## config.mk

```make
export PLATFORM = sky130hd
export DESIGN_NAME = gpio_port
export DESIGN_NICKNAME = d
export VERILOG_FILES = /design/src/rtl/gpio_pkg.sv /design/src/rtl/gpio_sync.sv /design/src/rtl/gpio_regs.sv /design/src/rtl/gpio_pad_ctl.sv /design/src/rtl/gpio_port.sv
export SDC_FILE = /design/constraint.sdc
export NUM_CORES = 1
export LEC_CHECK = 0
export CAP_MARGIN = 10
export CORE_MARGIN = 5
export CORE_UTILIZATION = 45
export CTS_CLUSTER_SIZE = 28
export DETAILED_ROUTE_END_ITERATION = 16
export PLACE_DENSITY_LB_ADDON = 0.08
export RECOVER_POWER = 25
export SLEW_MARGIN = 20
export SYNTH_ARGS = -nofsm -noshare
export SYNTH_HDL_FRONTEND = slang
export SYNTH_SLANG_ARGS = --single-unit
```

## constraint.sdc

```tcl
create_clock -name clk -period 2 [get_ports clk]
set_clock_uncertainty 0.05 [all_clocks]
set_input_delay 0.4 -clock clk [delete_from_list [all_inputs] [get_ports clk]]
set_output_delay 0.4 -clock clk [all_outputs]
set_load 0.02 [all_outputs]
```

## src/rtl/gpio_pkg.sv

```systemverilog
package gpio_pkg;
    localparam int PORT_W     = 6;
    localparam int BUS_W      = 8;
    localparam int BIT_IDX_W  = 3;
    localparam int OD_BIT     = 4;
    localparam logic [PORT_W-1:0] ANALOG_PINS = 6'b101111;
    localparam logic [BUS_W-1:0]  DIGITAL_CFG = 8'h06;

    typedef enum logic [1:0] {
        SEL_DATA = 2'd0,
        SEL_DIR  = 2'd1,
        SEL_ACFG = 2'd2,
        SEL_NONE = 2'd3
    } reg_sel_e;

    typedef struct packed {
        logic [PORT_W-1:0] lat;
        logic [PORT_W-1:0] dir;
        logic [BUS_W-1:0]  acfg;
    } port_state_t;
endpackage

```

## src/rtl/gpio_sync.sv

```systemverilog
module gpio_sync #(
    parameter int W = 6
) (
    input  logic         clk,
    input  logic         rst_n,
    input  logic [W-1:0] d,
    output logic [W-1:0] q
);
    logic [W-1:0] meta_d, meta_q, sync_d, sync_q;

    always_comb begin
        meta_d = d;
        sync_d = meta_q;
    end

    always_ff @(posedge clk or negedge rst_n) begin
        if (!rst_n) begin
            meta_q <= '0;
            sync_q <= '0;
        end else begin
            meta_q <= meta_d;
            sync_q <= sync_d;
        end
    end

    assign q = sync_q;
endmodule

```

## src/rtl/gpio_regs.sv

```systemverilog
module gpio_regs
    import gpio_pkg::*;
#(
    parameter int PW = PORT_W,
    parameter int DW = BUS_W,
    parameter int BW = BIT_IDX_W
) (
    input  logic          clk,
    input  logic          rst_n,
    input  reg_sel_e      sel,
    input  logic          wr,
    input  logic          bset,
    input  logic          bclr,
    input  logic [BW-1:0] bit_idx,
    input  logic [DW-1:0] wdata,
    input  logic [PW-1:0] pin_rd,
    output logic [PW-1:0] lat_q,
    output logic [PW-1:0] dir_q,
    output logic          digital
);
    port_state_t st_d, st_q;
    logic [PW-1:0] bit_mask;
    logic [PW-1:0] base;
    logic [PW-1:0] modified;

    always_comb begin
        bit_mask = '0;
        for (int i = 0; i < PW; i++) begin
            if (int'(bit_idx) == i) bit_mask[i] = 1'b1;
        end
        base     = (sel == SEL_DIR) ? st_q.dir : pin_rd;
        modified = bset ? (base | bit_mask) : (base & ~bit_mask);

        st_d = st_q;
        if (wr) begin
            case (sel)
                SEL_DATA: st_d.lat  = wdata[PW-1:0];
                SEL_DIR:  st_d.dir  = wdata[PW-1:0];
                SEL_ACFG: st_d.acfg = wdata;
                default:  st_d      = st_q;
            endcase
        end else if (bset || bclr) begin
            case (sel)
                SEL_DATA: st_d.lat = modified;
                SEL_DIR:  st_d.dir = modified;
                default:  st_d     = st_q;
            endcase
        end
    end

    always_ff @(posedge clk or negedge rst_n) begin
        if (!rst_n) begin
            st_q.lat  <= '0;
            st_q.dir  <= '1;
            st_q.acfg <= '0;
        end else begin
            st_q <= st_d;
        end
    end

    assign lat_q   = st_q.lat;
    assign dir_q   = st_q.dir;
    assign digital = (st_q.acfg == DIGITAL_CFG);

    AST_DIR_FULL_WRITE: assert property (@(posedge clk) disable iff (!rst_n)
        (wr && sel == SEL_DIR) |=> (dir_q == $past(wdata[PW-1:0])));
    AST_WR_OVER_BITOP: assert property (@(posedge clk) disable iff (!rst_n)
        (wr && sel == SEL_DATA) |=> (lat_q == $past(wdata[PW-1:0])));
    AST_BSET_LATCH: assert property (@(posedge clk) disable iff (!rst_n)
        (bset && !wr && sel == SEL_DATA && int'(bit_idx) < PW)
        |=> lat_q[$past(bit_idx)]);
endmodule

```

## src/rtl/gpio_pad_ctl.sv

```systemverilog
module gpio_pad_ctl
    import gpio_pkg::*;
#(
    parameter int                PW   = PORT_W,
    parameter int                ODB  = OD_BIT,
    parameter logic [PW-1:0]     AMSK = ANALOG_PINS
) (
    input  logic          clk,
    input  logic          rst_n,
    input  logic [PW-1:0] lat,
    input  logic [PW-1:0] dir,
    input  logic [PW-1:0] pin_sync,
    input  logic          digital,
    output logic [PW-1:0] pin_oe,
    output logic [PW-1:0] pin_out,
    output logic [PW-1:0] pin_rd,
    output logic          tmr_clk
);
    for (genvar i = 0; i < PW; i++) begin : g_pin
        if (i == ODB) begin : g_od
            assign pin_out[i] = 1'b0;
            assign pin_oe[i]  = ~dir[i] & ~lat[i];
            assign pin_rd[i]  = pin_sync[i];
            AST_OD_NEVER_HIGH: assert property (@(posedge clk) disable iff (!rst_n)
                pin_oe[i] |-> !pin_out[i]);
        end else begin : g_pp
            assign pin_out[i] = lat[i];
            assign pin_oe[i]  = ~dir[i];
            assign pin_rd[i]  = (AMSK[i] && !digital) ? 1'b0 : pin_sync[i];
        end
        AST_INPUT_HIZ: assert property (@(posedge clk) disable iff (!rst_n)
            dir[i] |-> !pin_oe[i]);
    end

    assign tmr_clk = pin_sync[ODB];
endmodule

```

## src/rtl/gpio_port.sv

```systemverilog
module gpio_port
    import gpio_pkg::*;
#(
    parameter int PW = PORT_W,
    parameter int DW = BUS_W,
    parameter int BW = BIT_IDX_W
) (
    input  logic          clk,
    input  logic          rst_n,
    input  logic [1:0]    bus_sel,
    input  logic          bus_wr,
    input  logic          bus_bset,
    input  logic          bus_bclr,
    input  logic [BW-1:0] bus_bit,
    input  logic [DW-1:0] bus_wdata,
    output logic [DW-1:0] bus_rdata,
    input  logic [PW-1:0] pin_in,
    output logic [PW-1:0] pin_out,
    output logic [PW-1:0] pin_oe,
    output logic          tmr_clk
);
    localparam int PAD_W = DW - PW;

    reg_sel_e      sel;
    logic [PW-1:0] pin_sync, pin_rd, lat_q, dir_q;
    logic          digital;

    assign sel = reg_sel_e'(bus_sel);

    gpio_sync #(.W(PW)) u_sync (
        .clk(clk), .rst_n(rst_n), .d(pin_in), .q(pin_sync)
    );

    gpio_regs #(.PW(PW), .DW(DW), .BW(BW)) u_regs (
        .clk(clk), .rst_n(rst_n), .sel(sel), .wr(bus_wr), .bset(bus_bset),
        .bclr(bus_bclr), .bit_idx(bus_bit), .wdata(bus_wdata), .pin_rd(pin_rd),
        .lat_q(lat_q), .dir_q(dir_q), .digital(digital)
    );

    gpio_pad_ctl #(.PW(PW)) u_pad (
        .clk(clk), .rst_n(rst_n), .lat(lat_q), .dir(dir_q), .pin_sync(pin_sync),
        .digital(digital), .pin_oe(pin_oe), .pin_out(pin_out), .pin_rd(pin_rd),
        .tmr_clk(tmr_clk)
    );

    always_comb begin
        case (sel)
            SEL_DATA: bus_rdata = {{PAD_W{1'b0}}, pin_rd};
            SEL_DIR:  bus_rdata = {{PAD_W{1'b0}}, dir_q};
            default:  bus_rdata = '0;
        endcase
    end

    AST_RD_HIGH_ZERO: assert property (@(posedge clk) disable iff (!rst_n)
        bus_rdata[DW-1:PW] == '0);
    AST_ANALOG_READ_ZERO: assert property (@(posedge clk) disable iff (!rst_n)
        (!digital && sel == SEL_DATA) |-> ((bus_rdata[PW-1:0] & ANALOG_PINS) == '0));
    AST_TMR_TAP: assert property (@(posedge clk) disable iff (!rst_n)
        tmr_clk == pin_sync[OD_BIT]);
endmodule

```

==> results of run 1 <==
-- cell type report --
type / instances / area [um2] / area share
flip-flops and latches: 32 / 808 / 0.347
multi-input cells: 94 / 722 / 0.310
repair buffers: 66 / 591 / 0.253
clock buffers: 7 / 96.3 / 0.0414
well taps: 48 / 60.1 / 0.0258
clock inverters: 1 / 30.0 / 0.0129
inverters: 6 / 22.5 / 0.00967
-- where the power goes --
group	internal, W	total (W)	switching, W
Clock	0.000439	0.000676	0.000236
Combinational	0.000240	0.000446	0.000206
Sequential	0.000748	0.000802	0.0000543
Total	0.00143	0.00192	0.000497
-- per-layer routing --
layer / vias up / routed length, um / track usage
met3: 8 / 290 / 0.0576
li1: 639 / - / -
met2: 62 / 1860 / 0.265
met5: - / 0 / 0
met4: 0 / 52 / 0.0596
met1: 670 / 1770 / 0.214
-- flip-flops by register name, indices dropped and copies added (netlist names) --
| name | cells |
|---|---|
| u_regs.st_q | 8 |
| u_sync.q | 6 |
| u_regs.dir_q | 6 |
| u_regs.lat_q | 6 |
| u_sync.meta_q | 6 |
-- critical path, cell delays in order (launching register included) --
cell and delay [ps]:
dfrtp_1 380, or4_4 550, nor3_4 180, buf_4 160, a22oi_1 60, nor2_1 90, buf_4 140
-- logic make-up (layout without fill, tap and decap cells) --
group,Yosys count,count (layout),synth area share
and+or+nand+nor,47,47,0.204
AOI/OAI and AO/OA,33,33,0.149
DFF,32,32,0.492
buffers and inverters,22,80,0.0785
muxes,11,11,0.0739
other,1,3,0.00228
-- through the flow --
step                hold WS (ps)  cell area, um2  std cells  TNS, ps   util
floorplan                   54.4            1650        148        0      -
global placement             282            2170        242    -4740  0.602
detailed placement           290            2170        242    -5070  0.602
CTS                          304            2320        253    -1820  0.644
global route                 317            2330        254    -1950  0.646
finish                       301            2330        254    -1430  0.646
-- how the worst min path moves through the flow --
| stage | start | to | cells after the start |
|---|---|---|---|
| 5_1_grt | u_sync.meta_q[1]$_DFF_PN0_ | u_sync.q[1]$_DFF_PN0_ | 0 |
| 6_report | u_sync.meta_q[2]$_DFF_PN0_ | u_sync.q[2]$_DFF_PN0_ | 0 |
| 3_5_place_dp | u_sync.meta_q[3]$_DFF_PN0_ | u_sync.q[3]$_DFF_PN0_ | 0 |
| 3_3_place_gp | u_sync.meta_q[2]$_DFF_PN0_ | u_sync.q[2]$_DFF_PN0_ | 0 |
| 2_1_floorplan | rst_n | u_regs.lat_q[0]$_DFFE_PN0P_ | 0 |
| 4_1_cts | u_sync.meta_q[2]$_DFF_PN0_ | u_sync.q[2]$_DFF_PN0_ | 0 |
-- cells in the final DEF, fill, tap and decap left out, types with 2 or more instances in the layout --
master and n:
nand2_1 5, dfrtp_1 26, o31ai_1 2, dlygate4sd2_1 2
dlygate4sd3_1 7, nand3b_1 3, buf_6 2, nor2_1 10
a311oi_1 4, or3_1 4, or3b_1 2, clkdlybuf4s50_1 26
nor3_1 2, a21o_1 6, mux2_2 9, o32ai_1 5
clkbuf_8 7, a22oi_2 2, conb_1 3, buf_4 27
nor2b_1 6, inv_1 6, and4bb_2 2, nand2b_1 2
a22oi_1 3, o21ai_0 8, dfstp_2 6, mux2i_1 2
-- timing repair --
item | CTS | global route
endpoints found under the setup margin | 6 | 7
resized for setup | 31 | 1
buffers inserted | 3 | 1
hold endpoints to repair | 0 | 0
pin swaps | 2 | 3
gates cloned | 0 | 0
==> flow_summary_export.csv, run 1 <==
group,metric,value,unit
run_status,status,"finished, violations left",
run_status,violations,"negative setup slack",
floorplan,die-height,70.4,um
logic_synthesis,avgSynthCellArea,11.2,um2
worst_setup_path,regToRegEndpoint,"u_regs.lat_q[0]$_DFFE_PN0P_",
detailed_routing,dr.pass1.iters,4,
logic_synthesis,netlist_area,1640,um2
logic_synthesis,ys.flop_type,"dfrtp_1",
detailed_routing,vias,1379,
logic_synthesis,synthArstFlopShare,1.00,
global_route,grt_max_degree,33,
min_path,hp-class,"flip-flop to flip-flop",
final_layout,layout-drive-gt1-share,0.311,
floorplan,die_w,70.4,um
run,drv_cap,0,
floorplan,rows,22,
timing,period_share,1.15,
logic_synthesis,synth.top_cell.area_share,0.396,
global_route,grt_usage,0.168,
clock_tree,numCtsBuffers,5,
worst_setup_path,rr_worst_depth,4,
place,io_buffers,41,
place,gp_congestion,0.781,
logic_synthesis,yosysUniqueCellTypes,38,
worst_setup_path,critPathLaunch,"u_regs.st_q[5]$_DFFE_PN0P_",
worst_setup_path,path_max_fanout,2,
detailed_routing,wl_per_cell,15.6,um
global_route,antenna_found_initial,0,
timing,hold_violations,0,
detailed_routing,drt-total-wl,3970,um
logic_synthesis,ys_warn_count,0,
power,pwr_density_cell,826,nW/um2
clock_tree,cts_hold_buffers,0,
timing,timing.slew.headroom,0.484,
logic_synthesis,synth_common_cells,"dfrtp_1, nor2_1, mux2_2",
worst_setup_path,crit_path_end,"bus_rdata[5]",
worst_setup_path,r2r_start,"u_regs.st_q[5]$_DFFE_PN0P_",
clock_tree,htreeDepth,2,
worst_setup_path,cp-start-kind,"flip-flop",
power,peakVddDrop,0.000471,V
final_layout,syn_to_final_growth,41.9,%
timing,timing.fmax,434,MHz
clock_tree,clockRootBuffer,"clkbuf_8",
clock_tree,cts_tree,"yes",
detailed_routing,ant_nets,0,
timing,finalSetupViolCount,5,
global_route,grt_pass1_vias,1391,
clock_tree,ctsLongestPathBuffers,2,
timing,fin_ws,-303,ps
logic_synthesis,syn_inst,146,
final_layout,nets,229,
logic_synthesis,synth_seq_cells,32,
logic_synthesis,synth-edff-count,0,
final_layout,nFillCells,301,
worst_setup_path,endpoint_kind,"output pin",
global_route,grt_first_pass_wirelength,6560,um
worst_setup_path,cp_data_required_time,1550,ps
global_route,overflow,0,
place,pre_cts_ws,-514,ps
detailed_routing,drtIter0Drc,63,
clock_tree,worstSkewPairLatency,280,ps
floorplan,fp.coreArea,3610,um2
worst_setup_path,reg2reg_setup_slack,390,ps
detailed_routing,via_per_inst,5.43,
clock_tree,clk_pin_slew_worst_paths,70,ps
worst_setup_path,path_class,"flip-flop to output pin",
floorplan,initial_core_util,0.455,
power,p_leak,1.03,nW
logic_synthesis,synthTopCellsByArea,"dfrtp_1, dfstp_2, mux2_2",
power,power.total,0.00192,W
worst_setup_path,crit_arrival,1850,ps
logic_synthesis,synth-seq-area-share,0.492,
place,dpl.hpwl,2970,um
timing,layout_min_cycle_time,2300,ps
floorplan,dieArea,4960,um2
logic_synthesis,yosys.area.top_type,"dfrtp_1",
final_layout,num_antenna_cells,0,
timing,max_slew.worst_pin.slew,775,ps
logic_synthesis,yosys.cell_count.top_type,"dfrtp_1",
floorplan,ios,45,
timing,drv_slew,0,
detailed_routing,drc,0,
timing,rsz0062_at_grt,"yes",
clock_tree,cts_sinks,32,
Note: power is estimated with default switching activity, not from simulation.
==> inputs of run 2 (changes only) <==
Settings changed: CAP_MARGIN 10 to 20.
==> results of run 2 <==
Same layout as run 1: the final DEF is identical, and so are final timing and power.
==> inputs of run 3 (changes only) <==
Settings changed: PLACE_DENSITY from default to 0.76, PLACE_DENSITY_LB_ADDON 0.08 to default, SETUP_SLACK_MARGIN from default to 0.1.
==> flow_summary_export.csv, run 3 (synthesis gave the netlist of run 1 again) <==
group,metric,value,unit
run_status,status,"finished, violations left",
run_status,violations,"negative setup slack",
global_route,antenna_found_initial,0,
clock_tree,worstSkewPairLatency,280,ps
final_layout,syn_to_final_growth,47.0,%
global_route,grt_first_pass_wirelength,6730,um
detailed_routing,ant_nets,0,
power,pwr_density_cell,799,nW/um2
timing,finalSetupViolCount,5,
timing,rsz0062_at_grt,"yes",
worst_setup_path,max_stage_delay,550,ps
floorplan,fp.coreArea,3610,um2
power,p_leak,1.09,nW
timing,fin_ws,-312,ps
detailed_routing,dr.pass1.iters,4,
floorplan,dieArea,4960,um2
min_path,hp-class,"flip-flop to flip-flop",
worst_setup_path,crit_arrival,1860,ps
floorplan,rows,22,
worst_setup_path,path_common_cell,"buf_4",
final_layout,largest_reg_flops,8,
clock_tree,htreeDepth,2,
final_layout,multi_input_area,747,um2
detailed_routing,drc,0,
worst_setup_path,cpLargestDelayFamily,"simple AND/OR/NAND/NOR gates",
clock_tree,cts_tree,"yes",
global_route,met3_usage,0.0504,
clock_tree,ctsLongestPathBuffers,2,
final_layout,layout_common_cells,"buf_4, dfrtp_1, clkdlybuf4s50_1",
run,drv_cap,0,
timing,timing.fmax,433,MHz
timing,drv_slew,0,
worst_setup_path,crit_chain,"or4_4 -> nor3_4 -> buf_4 -> a22oi_1 -> nor2_2 -> buf_4",
clock_tree,cts_sinks,32,
detailed_routing,wl_per_cell,15.8,um
worst_setup_path,cpMaxStageDelayCell,"or4_4",
detailed_routing,drt-total-wl,4070,um
global_route,busiest_layer,"met2",
power,peakVddDrop,0.000424,V
final_layout,nets,233,
worst_setup_path,crit_buf_inv,2,
final_layout,nFillCells,295,
place,place_area,2210,um2
global_route,grt_pass1_vias,1380,
clock_tree,clk_pin_slew_worst_paths,70,ps
clock_tree,clockRootBuffer,"clkbuf_8",
global_route,grt_usage,0.172,
final_layout,layout-drive-gt1-share,0.362,
worst_setup_path,cp_data_required_time,1550,ps
place,gp_congestion,0.867,
worst_setup_path,path_class,"flip-flop to output pin",
global_route,met1_usage,0.231,
final_layout,num_antenna_cells,0,
timing,hold_violations,0,
floorplan,ios,45,
final_layout,regArea,808,um2
place,dpl.hpwl,3050,um
place,pre_cts_ws,-540,ps
global_route,overflow,0,
worst_setup_path,endpoint_kind,"output pin",
clock_tree,cts_hold_buffers,0,
timing,max_slew.worst_pin.slew,746,ps
floorplan,initial_core_util,0.455,
worst_setup_path,cp-start-kind,"flip-flop",
timing,layout_min_cycle_time,2310,ps
floorplan,die_w,70.4,um
floorplan,die-height,70.4,um
detailed_routing,drtIter0Drc,85,
worst_setup_path,path_max_fanout,3,
place,io_buffers,41,
detailed_routing,vias,1361,
global_route,grt_max_degree,33,
detailed_routing,via_per_inst,5.28,
timing,timing.slew.headroom,0.503,
global_route,use_met2,0.268,
final_layout,fin_area,2410,um2
final_layout,largest-register,"u_regs.st_q",
timing,period_share,1.16,
final_layout,final_common_cell,"buf_4",
clock_tree,numCtsBuffers,5,
## run 3: cell count changes in the layout (fill, tap and decap cells not counted), sizes merged
cell           previous run  this run
buf                      29        33
clkdlybuf4s50            26        21
dlymetal6s2s              1         6
## run 3: worst paths after layout
kind / start / to / slack [ps] / cells after the start
worst max-delay path: u_regs.st_q[7]$_DFFE_PN0P_ / bus_rdata[0] / -310 / 6
worst min-delay path: u_sync.meta_q[0]$_DFF_PN0_ / u_sync.q[0]$_DFF_PN0_ / 290 / 0
worst max register to register: u_regs.st_q[7]$_DFFE_PN0P_ / u_regs.lat_q[0]$_DFFE_PN0P_ / 280 / 5
worst min register to register: u_sync.meta_q[0]$_DFF_PN0_ / u_sync.q[0]$_DFF_PN0_ / 290 / 0
max in group asynchronous: rst_n / u_regs.lat_q[1]$_DFFE_PN0P_ / 760 / 2
min in group asynchronous: rst_n / u_regs.st_q[2]$_DFFE_PN0P_ / 650 / 2
## run 3: metal layers
metal / share of wire / wire length (um) / vias to the layer above
met4: 0.023 / 92 / 0
met2: 0.49 / 1980 / 40
met5: 0 / 0 / -
li1: - / - / 644
met3: 0.054 / 221 / 12
met1: 0.44 / 1780 / 665
## run 3: where the power goes
part / internal, W / switching [W]
Combinational: 0.000241 / 0.000212
Clock: 0.000439 / 0.000234
Sequential: 0.000748 / 0.0000539
Total: 0.00143 / 0.000500
## run 3: stage by stage
step | instances | utilization | hold WS [ps] | power, W | setup TNS (ps)
2_1_floorplan | 148 | - | 54.4 | 0.00106 | 0
4_1_cts | 256 | 0.652 | 298 | 0.00194 | -1690
5_1_grt | 258 | 0.669 | 305 | 0.00201 | -1810
3_5_place_dp | 245 | 0.612 | 285 | 0.00126 | -5940
6_report | 258 | 0.669 | 294 | 0.00193 | -1440
3_3_place_gp | 245 | 0.612 | 283 | 0.00125 | -5550
## run 3: timing repair
action / CTS / global route
pin swaps: 3 / 3
gates resized for setup: 30 / 14
hold endpoints to repair: 0 / 0
setup endpoints to repair: 16 / 18
buffers inserted: 3 / 2
gates cloned: 0 / 0
## run 3: worst reg2reg max path, delay by kind of cell (launching register included)
kind	cells	cell delay (ps)
and+or+nand+nor	2	780
buffers and inverters	1	150
AOI/OAI and AO/OA	2	310
DFF	1	370
## run 3: layout make-up
| type | count | share of cell area |
|---|---|---|
| repair buffers | 70 | 0.269 |
| clock inverters | 1 | 0.0124 |
| clock buffers | 7 | 0.0399 |
| multi-input cells | 94 | 0.310 |
| inverters | 6 | 0.00934 |
| flip-flops and latches | 32 | 0.335 |
| well taps | 48 | 0.0249 |
